--- src/rtl/bpc_pkg.sv ---
package bpc_pkg;
    localparam int DATA_W = 8;
    localparam int ADDR_W = 4;

    localparam logic [ADDR_W-1:0] A_INPUT = 4'h0;
    localparam logic [ADDR_W-1:0] A_PHA   = 4'h1;
    localparam logic [ADDR_W-1:0] A_PHB   = 4'h9;
    localparam logic [ADDR_W-1:0] A_CFG   = 4'hF;

    localparam int CB_EN    = 0;
    localparam int CB_FLIP  = 1;
    localparam int CB_IE    = 3;
    localparam int CB_OUT0  = 4;
    localparam int CB_OUT1  = 5;
    localparam int SYNC_LEN = 2;

    typedef enum logic {PH_ZERO = 1'b0, PH_ONE = 1'b1} phase_e;
endpackage

--- src/rtl/bpc_sync.sv ---
module bpc_sync #(
    parameter int STAGES = bpc_pkg::SYNC_LEN
) (
    input  logic clk,
    input  logic rst_n,
    input  logic async_i,
    output logic sync_o
);
    typedef struct packed {
        logic [STAGES-1:0] chain;
    } sync_st_t;

    sync_st_t st_d, st_q;

    always_comb begin
        st_d       = st_q;
        st_d.chain = {st_q.chain[STAGES-2:0], async_i};
    end

    always_ff @(posedge clk) begin
        if (!rst_n) st_q <= '0;
        else        st_q <= st_d;
    end

    assign sync_o = st_q.chain[STAGES-1];

    // output is the previous-cycle value of the stage before it
    a_r5_sync_shift: assert property (@(posedge clk) disable iff (!rst_n)
        $past(rst_n) |-> (sync_o == $past(st_q.chain[STAGES-2])));
endmodule

--- src/rtl/bpc_change.sv ---
module bpc_change #(
    parameter int DW = bpc_pkg::DATA_W
) (
    input  logic          clk,
    input  logic          rst_n,
    input  logic [DW-1:0] port_in,
    input  logic          clr_i,
    output logic [DW-1:0] sample_o,
    output logic          status_o
);
    typedef struct packed {
        logic [DW-1:0] samp;
        logic          armed;
        logic          stat;
    } chg_st_t;

    chg_st_t st_d, st_q;
    logic    diff;

    always_comb begin
        diff     = st_q.armed && (port_in != st_q.samp);
        st_d     = st_q;
        st_d.samp  = port_in;
        st_d.armed = 1'b1;
        if (diff)       st_d.stat = 1'b1;
        else if (clr_i) st_d.stat = 1'b0;
    end

    always_ff @(posedge clk) begin
        if (!rst_n) st_q <= '0;
        else        st_q <= st_d;
    end

    assign sample_o = st_q.samp;
    assign status_o = st_q.stat;

    a_r9_change_sets: assert property (@(posedge clk) disable iff (!rst_n)
        (st_q.armed && (port_in != sample_o)) |=> status_o);

    a_r10_read_clears: assert property (@(posedge clk) disable iff (!rst_n)
        (clr_i && st_q.armed && (port_in == sample_o)) |=> !status_o);
endmodule

--- src/rtl/bpc_regs.sv ---
module bpc_regs #(
    parameter int DW = bpc_pkg::DATA_W,
    parameter int AW = bpc_pkg::ADDR_W
) (
    input  logic          clk,
    input  logic          rst_n,
    input  logic          wr_en,
    input  logic [AW-1:0] addr,
    input  logic [DW-1:0] wdata,
    output logic [DW-1:0] pha_o,
    output logic [DW-1:0] phb_o,
    output logic [DW-2:0] cfg_o
);
    import bpc_pkg::*;

    typedef struct packed {
        logic [DW-1:0] pha;
        logic [DW-1:0] phb;
        logic [DW-2:0] cfg;
    } reg_st_t;

    reg_st_t st_d, st_q;

    always_comb begin
        st_d = st_q;
        if (wr_en) begin
            unique case (addr)
                A_PHA:   st_d.pha = wdata;
                A_PHB:   st_d.phb = wdata;
                A_CFG:   st_d.cfg = wdata[DW-2:0];
                default: ;
            endcase
        end
    end

    always_ff @(posedge clk) begin
        if (!rst_n) begin
            st_q.pha <= '1;
            st_q.phb <= '1;
            st_q.cfg <= '0;
        end else begin
            st_q <= st_d;
        end
    end

    assign pha_o = st_q.pha;
    assign phb_o = st_q.phb;
    assign cfg_o = st_q.cfg;

    a_r11_pha_write: assert property (@(posedge clk) disable iff (!rst_n)
        (wr_en && addr == A_PHA) |=> (pha_o == $past(wdata)));

    a_r11_cfg_write: assert property (@(posedge clk) disable iff (!rst_n)
        (wr_en && addr == A_CFG) |=> (cfg_o == $past(wdata[DW-2:0])));

    a_r11_unmapped_hold: assert property (@(posedge clk) disable iff (!rst_n)
        (wr_en && addr != A_PHA && addr != A_PHB && addr != A_CFG)
        |=> ($stable(pha_o) && $stable(phb_o) && $stable(cfg_o)));
endmodule

--- src/rtl/blink_port_ctrl.sv ---
module blink_port_ctrl #(
    parameter int DW = bpc_pkg::DATA_W,
    parameter int AW = bpc_pkg::ADDR_W
) (
    input  logic          clk,
    input  logic          rst_n,
    input  logic          wr_en,
    input  logic          rd_en,
    input  logic [AW-1:0] addr,
    input  logic [DW-1:0] wdata,
    output logic [DW-1:0] rdata,
    input  logic [DW-1:0] port_in,
    input  logic          blink_in,
    output logic [DW-1:0] port_oe,
    output logic          shared_oe
);
    import bpc_pkg::*;

    logic [DW-1:0] pha, phb, samp;
    logic [DW-2:0] cfg;
    logic          blink_s, status, rd_clr;
    phase_e        phase;

    bpc_regs #(.DW(DW), .AW(AW)) u_regs (
        .clk(clk), .rst_n(rst_n), .wr_en(wr_en), .addr(addr), .wdata(wdata),
        .pha_o(pha), .phb_o(phb), .cfg_o(cfg)
    );

    bpc_sync #(.STAGES(SYNC_LEN)) u_sync (
        .clk(clk), .rst_n(rst_n), .async_i(blink_in), .sync_o(blink_s)
    );

    assign rd_clr = rd_en && (addr == A_INPUT);

    bpc_change #(.DW(DW)) u_chg (
        .clk(clk), .rst_n(rst_n), .port_in(port_in), .clr_i(rd_clr),
        .sample_o(samp), .status_o(status)
    );

    always_comb begin
        phase = (cfg[CB_EN] && (cfg[CB_FLIP] ^ blink_s)) ? PH_ONE : PH_ZERO;
        port_oe = (phase == PH_ONE) ? ~phb : ~pha;
        if (cfg[CB_IE])            shared_oe = status;
        else if (phase == PH_ONE)  shared_oe = cfg[CB_OUT1];
        else                       shared_oe = cfg[CB_OUT0];
    end

    always_comb begin
        unique case (addr)
            A_INPUT: rdata = samp;
            A_PHA:   rdata = pha;
            A_PHB:   rdata = phb;
            A_CFG:   rdata = {status, cfg};
            default: rdata = '0;
        endcase
    end

    // with blinking off and phase A unchanged, ports hold still
    a_r2_phb_ignored: assert property (@(posedge clk) disable iff (!rst_n)
        ($past(rst_n) && !cfg[CB_EN] && !$past(cfg[CB_EN]) && $stable(pha))
        |-> $stable(port_oe));
endmodule

--- config.mk ---
export PLATFORM = sky130hd
export DESIGN_NAME = blink_port_ctrl
export DESIGN_NICKNAME = d
export VERILOG_FILES = /design/src/rtl/bpc_pkg.sv /design/src/rtl/bpc_sync.sv /design/src/rtl/bpc_change.sv /design/src/rtl/bpc_regs.sv /design/src/rtl/blink_port_ctrl.sv
export SDC_FILE = /design/constraint.sdc
export NUM_CORES = 1
export LEC_CHECK = 0
export BUFFER_PORTS_ARGS = -buffer_cell sky130_fd_sc_hd__buf_2
export CAP_MARGIN = 20
export CORE_ASPECT_RATIO = 0.7
export CORE_MARGIN = 2
export CORE_UTILIZATION = 45
export CTS_CLUSTER_DIAMETER = 50
export DETAILED_ROUTE_END_ITERATION = 7
export GPL_TIMING_DRIVEN = 0
export HOLD_SLACK_MARGIN = 0.15
export PLACE_DENSITY = 0.79
export SLEW_MARGIN = 20
export SYNTH_ARGS = -nofsm -noshare
export SYNTH_HDL_FRONTEND = slang
export SYNTH_SLANG_ARGS = --single-unit
--- constraint.sdc ---
create_clock -name clk -period 4.2 [get_ports clk]
set_input_delay 0.63 -clock clk [delete_from_list [all_inputs] [get_ports clk]]
set_output_delay 0.63 -clock clk [all_outputs]
set_load 0.01 [all_outputs]
### Word level (Yosys, flattened, before mapping)

Cells that the tools add are included.

* shifts and indexed selects: 0
* bitwise operators: 3
* multipliers: 0
* multiplexer cells: 8
* divide/modulo/power cells: 0
* order comparisons: 0
* $add $sub $neg: 0
* reduce and logical (&&, ||, !) cells: 8
* eq/ne operators: 4

Operators with widths (number)
* $pmux W8 S4: 1
* $not A8 Y8: 2
* $eq A4 B4 Y1 const B: 2
* $mux W8: 1
* $ne A8 B8 Y1: 1
* $reduce_and A2 Y1: 3
* $mux W1: 5
* $eq A4 B1 Y1 const B: 1
* $logic_not A4 Y1: 1
* $logic_and A1 B1 Y1: 3
* $mux W2: 1
* $reduce_bool A2 Y1: 1
* $xor A1 B1 Y1: 1

* latch bits: 0
* bits in read-only memories: 0
* input port bits: 25
* memories kept: 0
* output and inout bits: 17
* RAM bits: 0
* bits in registers: 35

### Logic depth before layout (Yosys ltp)

* depth in word-level cells: 5
* gate-level depth with buffers: 6
* gate-level depth less buffers: 4

### By module

From an unflattened synthesis, not the netlist that was laid out.

* cells, all modules: 194
* area total of the unflattened synthesis: 1825.5 µm²

Modules (own cells, without submodules)
* bpc_regs: cells each 97, area an instance 969.7 µm², times used 1
* bpc_change: cells each 39, area an instance 412.9 µm², times used 1
* blink_port_ctrl: cells each 54, area an instance 390.4 µm², times used 1
* bpc_sync: cells each 4, area an instance 52.6 µm², times used 1

### Least setup slack after synthesis

No wires, ideal clock.

* path kind: input to output
* from: input port addr[0]
* to: output port rdata[0]
* path slack: 1.926 ns
* cell stages on the path: 3
* required time: 3.570 ns
* data arrival time: 1.644 ns
* path through: clkbuf_1 nor4_2 a22o_1

* word-level cells in the longest chain between the ends: 2

RTL lines
* from (decl): line blink_port_ctrl.sv:9 `input logic [AW-1:0] addr,`
* $eq A4 B4 Y1 (tied with other cells): line blink_port_ctrl.sv:49 `unique case (addr)`
* $pmux W8 S4 *: line blink_port_ctrl.sv:49
* to (decl): line blink_port_ctrl.sv:11 `output logic [DW-1:0] rdata,`

Mark *: on every way between the ends. The rest lies on a longest branch, timed or not.

### Worst setup path after layout

* from: input port addr[0]
* to: output port rdata[2]

Same word-level chain as after synthesis.

==> run_results.csv <==
group,metric,value,unit
status,status,"finished clean",
worst_setup_path,crit_top_cell,"buf_2",
sta,setup_viol,0,
clock_network,cts.clk_slew.worst_paths,60,ps
sta,fmax,360.9,MHz
route,final_antenna_net_count,0,
sta,post-route-min-period,2771,ps
global_route,grt_usage,17.91,%
route,met3RoutedLength,177,um
worst_setup_path,worstSetupPathType,"in2out",
finish,area_growth,21.22,%
sta,finalSetupTns,0,ps
route,wire_per_inst,13.06,um
global_route,grt_pass1_vias,1188,
worst_setup_path,r2r_slack,3230,ps
pwr,power_density,323.4,nW/um2
synth,synth-compound-area-share,7.757,%
synth,ys.flop_type,"dfxtp_1",
route,vias,1313,
synth,synth.net_count,192,
synth,yosys.area_share.simple,17.11,%
synth,synth_most_common_cell,"mux2i_1",
place,port_buffers,41,
sta,fin_ws,1429,ps
clock_network,cts_sinks,35,
clock_network,tritoncts,"yes",
finish,num-nets-final,240,
clock_network,clock_latency,280,ps
finish,antenna_cells,0,
synth,syn_avg_cell_area,9.852,um2
worst_hold_path,min_path_type,"reg2reg",
pwr,ir_worst_vdd,184.5,uV
route,dr.pass1.iters,4,
floorplanning,start_util,46.83,%
global_route,grt_pass1_wl,5.561,mm
worst_setup_path,cp-start-kind,"input pin",
worst_setup_path,crit_buf_inv,3,
worst_setup_path,cp_data_required_time,3570,ps
synth,yosysSeqAreaShare,42.59,%
clock_network,ctsResizeCount,0,
global_route,antenna_found_initial,0,
clock_network,postCtsHoldBufs,0,
synth,yosysWarnings,0,
synth,synth_edf_count,0,
sta,rsz0062_at_grt,"no",
route,met2WireLength,1.493,mm
synth,synth_fa_ha_area_share,0,%
sta,fin_skew,3.676,ps
pwr,p_leak,0.9511,nW
sta,finalCritPeriodShare,65.97,%
synth,yosysUniqueCellTypes,20,
synth,synth_top_family_by_area,"multiplexers",
synth,ys_top_cells_by_count,"mux2i_1 (40), dfxtp_1 (35), nand2_1 (29), and2_1 (10), o21ai_0 (10)",
worst_setup_path,worstPathCellList,"buf_2 > clkbuf_1 > nor4_2 > a22o_1 > buf_2",
place,dp_hpwl,2.668,mm
sta,max_slew.worst_pin.slew,830.8,ps
worst_setup_path,max_stage_delay,780,ps
synth,synthTopCellsByArea,"dfxtp_1 (43%), mux2i_1 (24%), nand2_1 (6.6%), a22o_1 (4.3%), xnor2_1 (4.3%)",
floorplanning,die_w,76.27,um
sta,drv_slew,0,
worst_setup_path,endpoint_kind,"primary output",
clock_network,ctsRootBufferMaster,"clkbuf_8",
floorplanning,die_y,54.59,um
synth,synth_area,1645,um2
worst_setup_path,critPathSlowestCell,"nor4_2",
worst_setup_path,cp_top_family,"simple AND/OR/NAND/NOR gates",
route,drt-met1-wl,1.774,mm
route,vias_per_cell,4.936,
synth,postSynth.asyncResetShare,0,%
clock_network,clockBufferDepth,2,
synth,yosysTopAreaCell,"dfxtp_1",
finish,drive_gt1_share,25.00,%
sta,finalHoldViolations,0,
synth,synthXorXnorAreaFrac,4.791,%
clock_network,numCtsBuffers,5,
clock_network,cts_setup_buffers,0,
synth,synth.top_cell.area_share,42.59,%
global_route,grt_overflow_total,0,
finish,nFillCells,353,
floorplanning,die_area,4164,um2
route,wl,3.475,mm
route,top_layer,"met4",
sta,slew_headroom,44.15,%
floorplanning,num_rows,18,
place,pre_cts_slack,1434,ps
worst_setup_path,cp_max_fo,10,
synth,synthMuxAreaShare,24.33,%
sta,hold_slack,434.0,ps
flow_run,maxCapViolations,0,
worst_setup_path,crit_arrival,2140,ps
floorplanning,fp.coreArea,3513,um2
place,gp_congestion,0.7575,
synth,ys_seq_elements,35,
floorplanning,pin_count,42,
global_route,grt_max_degree,11,
route,route.detailed.drc,0,
synth,syn_inst,167,
clock_network,htree_levels,2,
route,drt-initial-drc-count,22,
layout by cell type (no fill, tap or decap):
master and count:
a21boi_0 1, a22o_1 8, and2_1 10, and3_1 2, buf_2 44, buf_6 2, clkbuf_1 6, clkbuf_8 5
clkinv_2 1, dfxtp_1 35, inv_1 1, mux2i_1 40, nand2_1 29, nand4_1 2, nor2b_1 7, nor3_4 1
nor4_2 1, o21ai_0 10, or2_1 1, or3_1 1, xnor2_1 8, xor2_1 1
power by group:
group          total, mW  switching (mW)  internal (mW)
Clock              0.227           0.111          0.116
Sequential         0.347         0.00571          0.341
Combinational     0.0707          0.0363         0.0344
stage by stage:
stage                     utilization, %  instances  cell area, um2  power [mW]
after CTS                          56.77        266            1994      0.6501
after global routing               56.77        266            1994      0.6793
after global placement             54.45        258            1913      0.4240
after floorplan                        -        167            1645      0.3949
after detailed placement           54.45        258            1913      0.4251
final                              56.77        266            1994      0.6449
worst reg2reg max path, delay by kind of cell, from the launching register on:
kind / cells / cell delay, ps
compound gates: 2 / 250
xor+xnor: 1 / 170
simple gates: 1 / 120
flops: 1 / 320
path summary, 6_finish.rpt:
check | end | cells past startpoint | from
hold reg to reg | u_sync.st_q[1]$_SDFF_PN0_ | 1 | u_sync.st_q[0]$_SDFF_PN0_
setup reg to reg | u_chg.status_o$_SDFFE_PN0P_ | 4 | u_chg.sample_o[3]$_SDFF_PN0_
setup / recovery | rdata[2] | 5 | addr[0]
hold / removal | u_sync.st_q[1]$_SDFF_PN0_ | 1 | u_sync.st_q[0]$_SDFF_PN0_
state kept, by name, indices dropped and copies added (netlist names):
signal	flops
u_regs.phb_o	8
u_chg.st_q	1
u_sync.st_q	2
u_chg.sample_o	8
u_chg.status_o	1
u_regs.cfg_o	7
u_regs.pha_o	8
final cells by class:
type / count / area, um2 / share of cell area [%]
plain buffers: 9 / 52.55 / 2.635
repair buffers: 41 / 205.2 / 10.29
multi-input cells: 122 / 888.4 / 44.54
well taps: 50 / 62.56 / 3.137
clock inverters: 1 / 5.005 / 0.2509
flip-flops and latches: 35 / 700.7 / 35.13
clock buffers: 7 / 76.32 / 3.827
inverters: 1 / 3.754 / 0.1882
logic make-up (layout without fill, tap and decap cells):
logic type | count (synthesis) | in the layout
AOI/OAI and AO/OA | 19 | 19
DFF | 35 | 35
muxes | 40 | 40
buffers and inverters | 10 | 59
xor gates and xnor gates | 9 | 9
and+or+nand+nor | 54 | 54
per-layer routing:
| metal | up-vias | global-route usage, % |
|---|---|---|
| li1 | 671 | - |
| met1 | 604 | 23.19 |
| met2 | 35 | 28.61 |
| met3 | 3 | 5.446 |
| met4 | 0 | 7.273 |
| met5 | - | 0 |
Power figures use the tool's default switching activity.
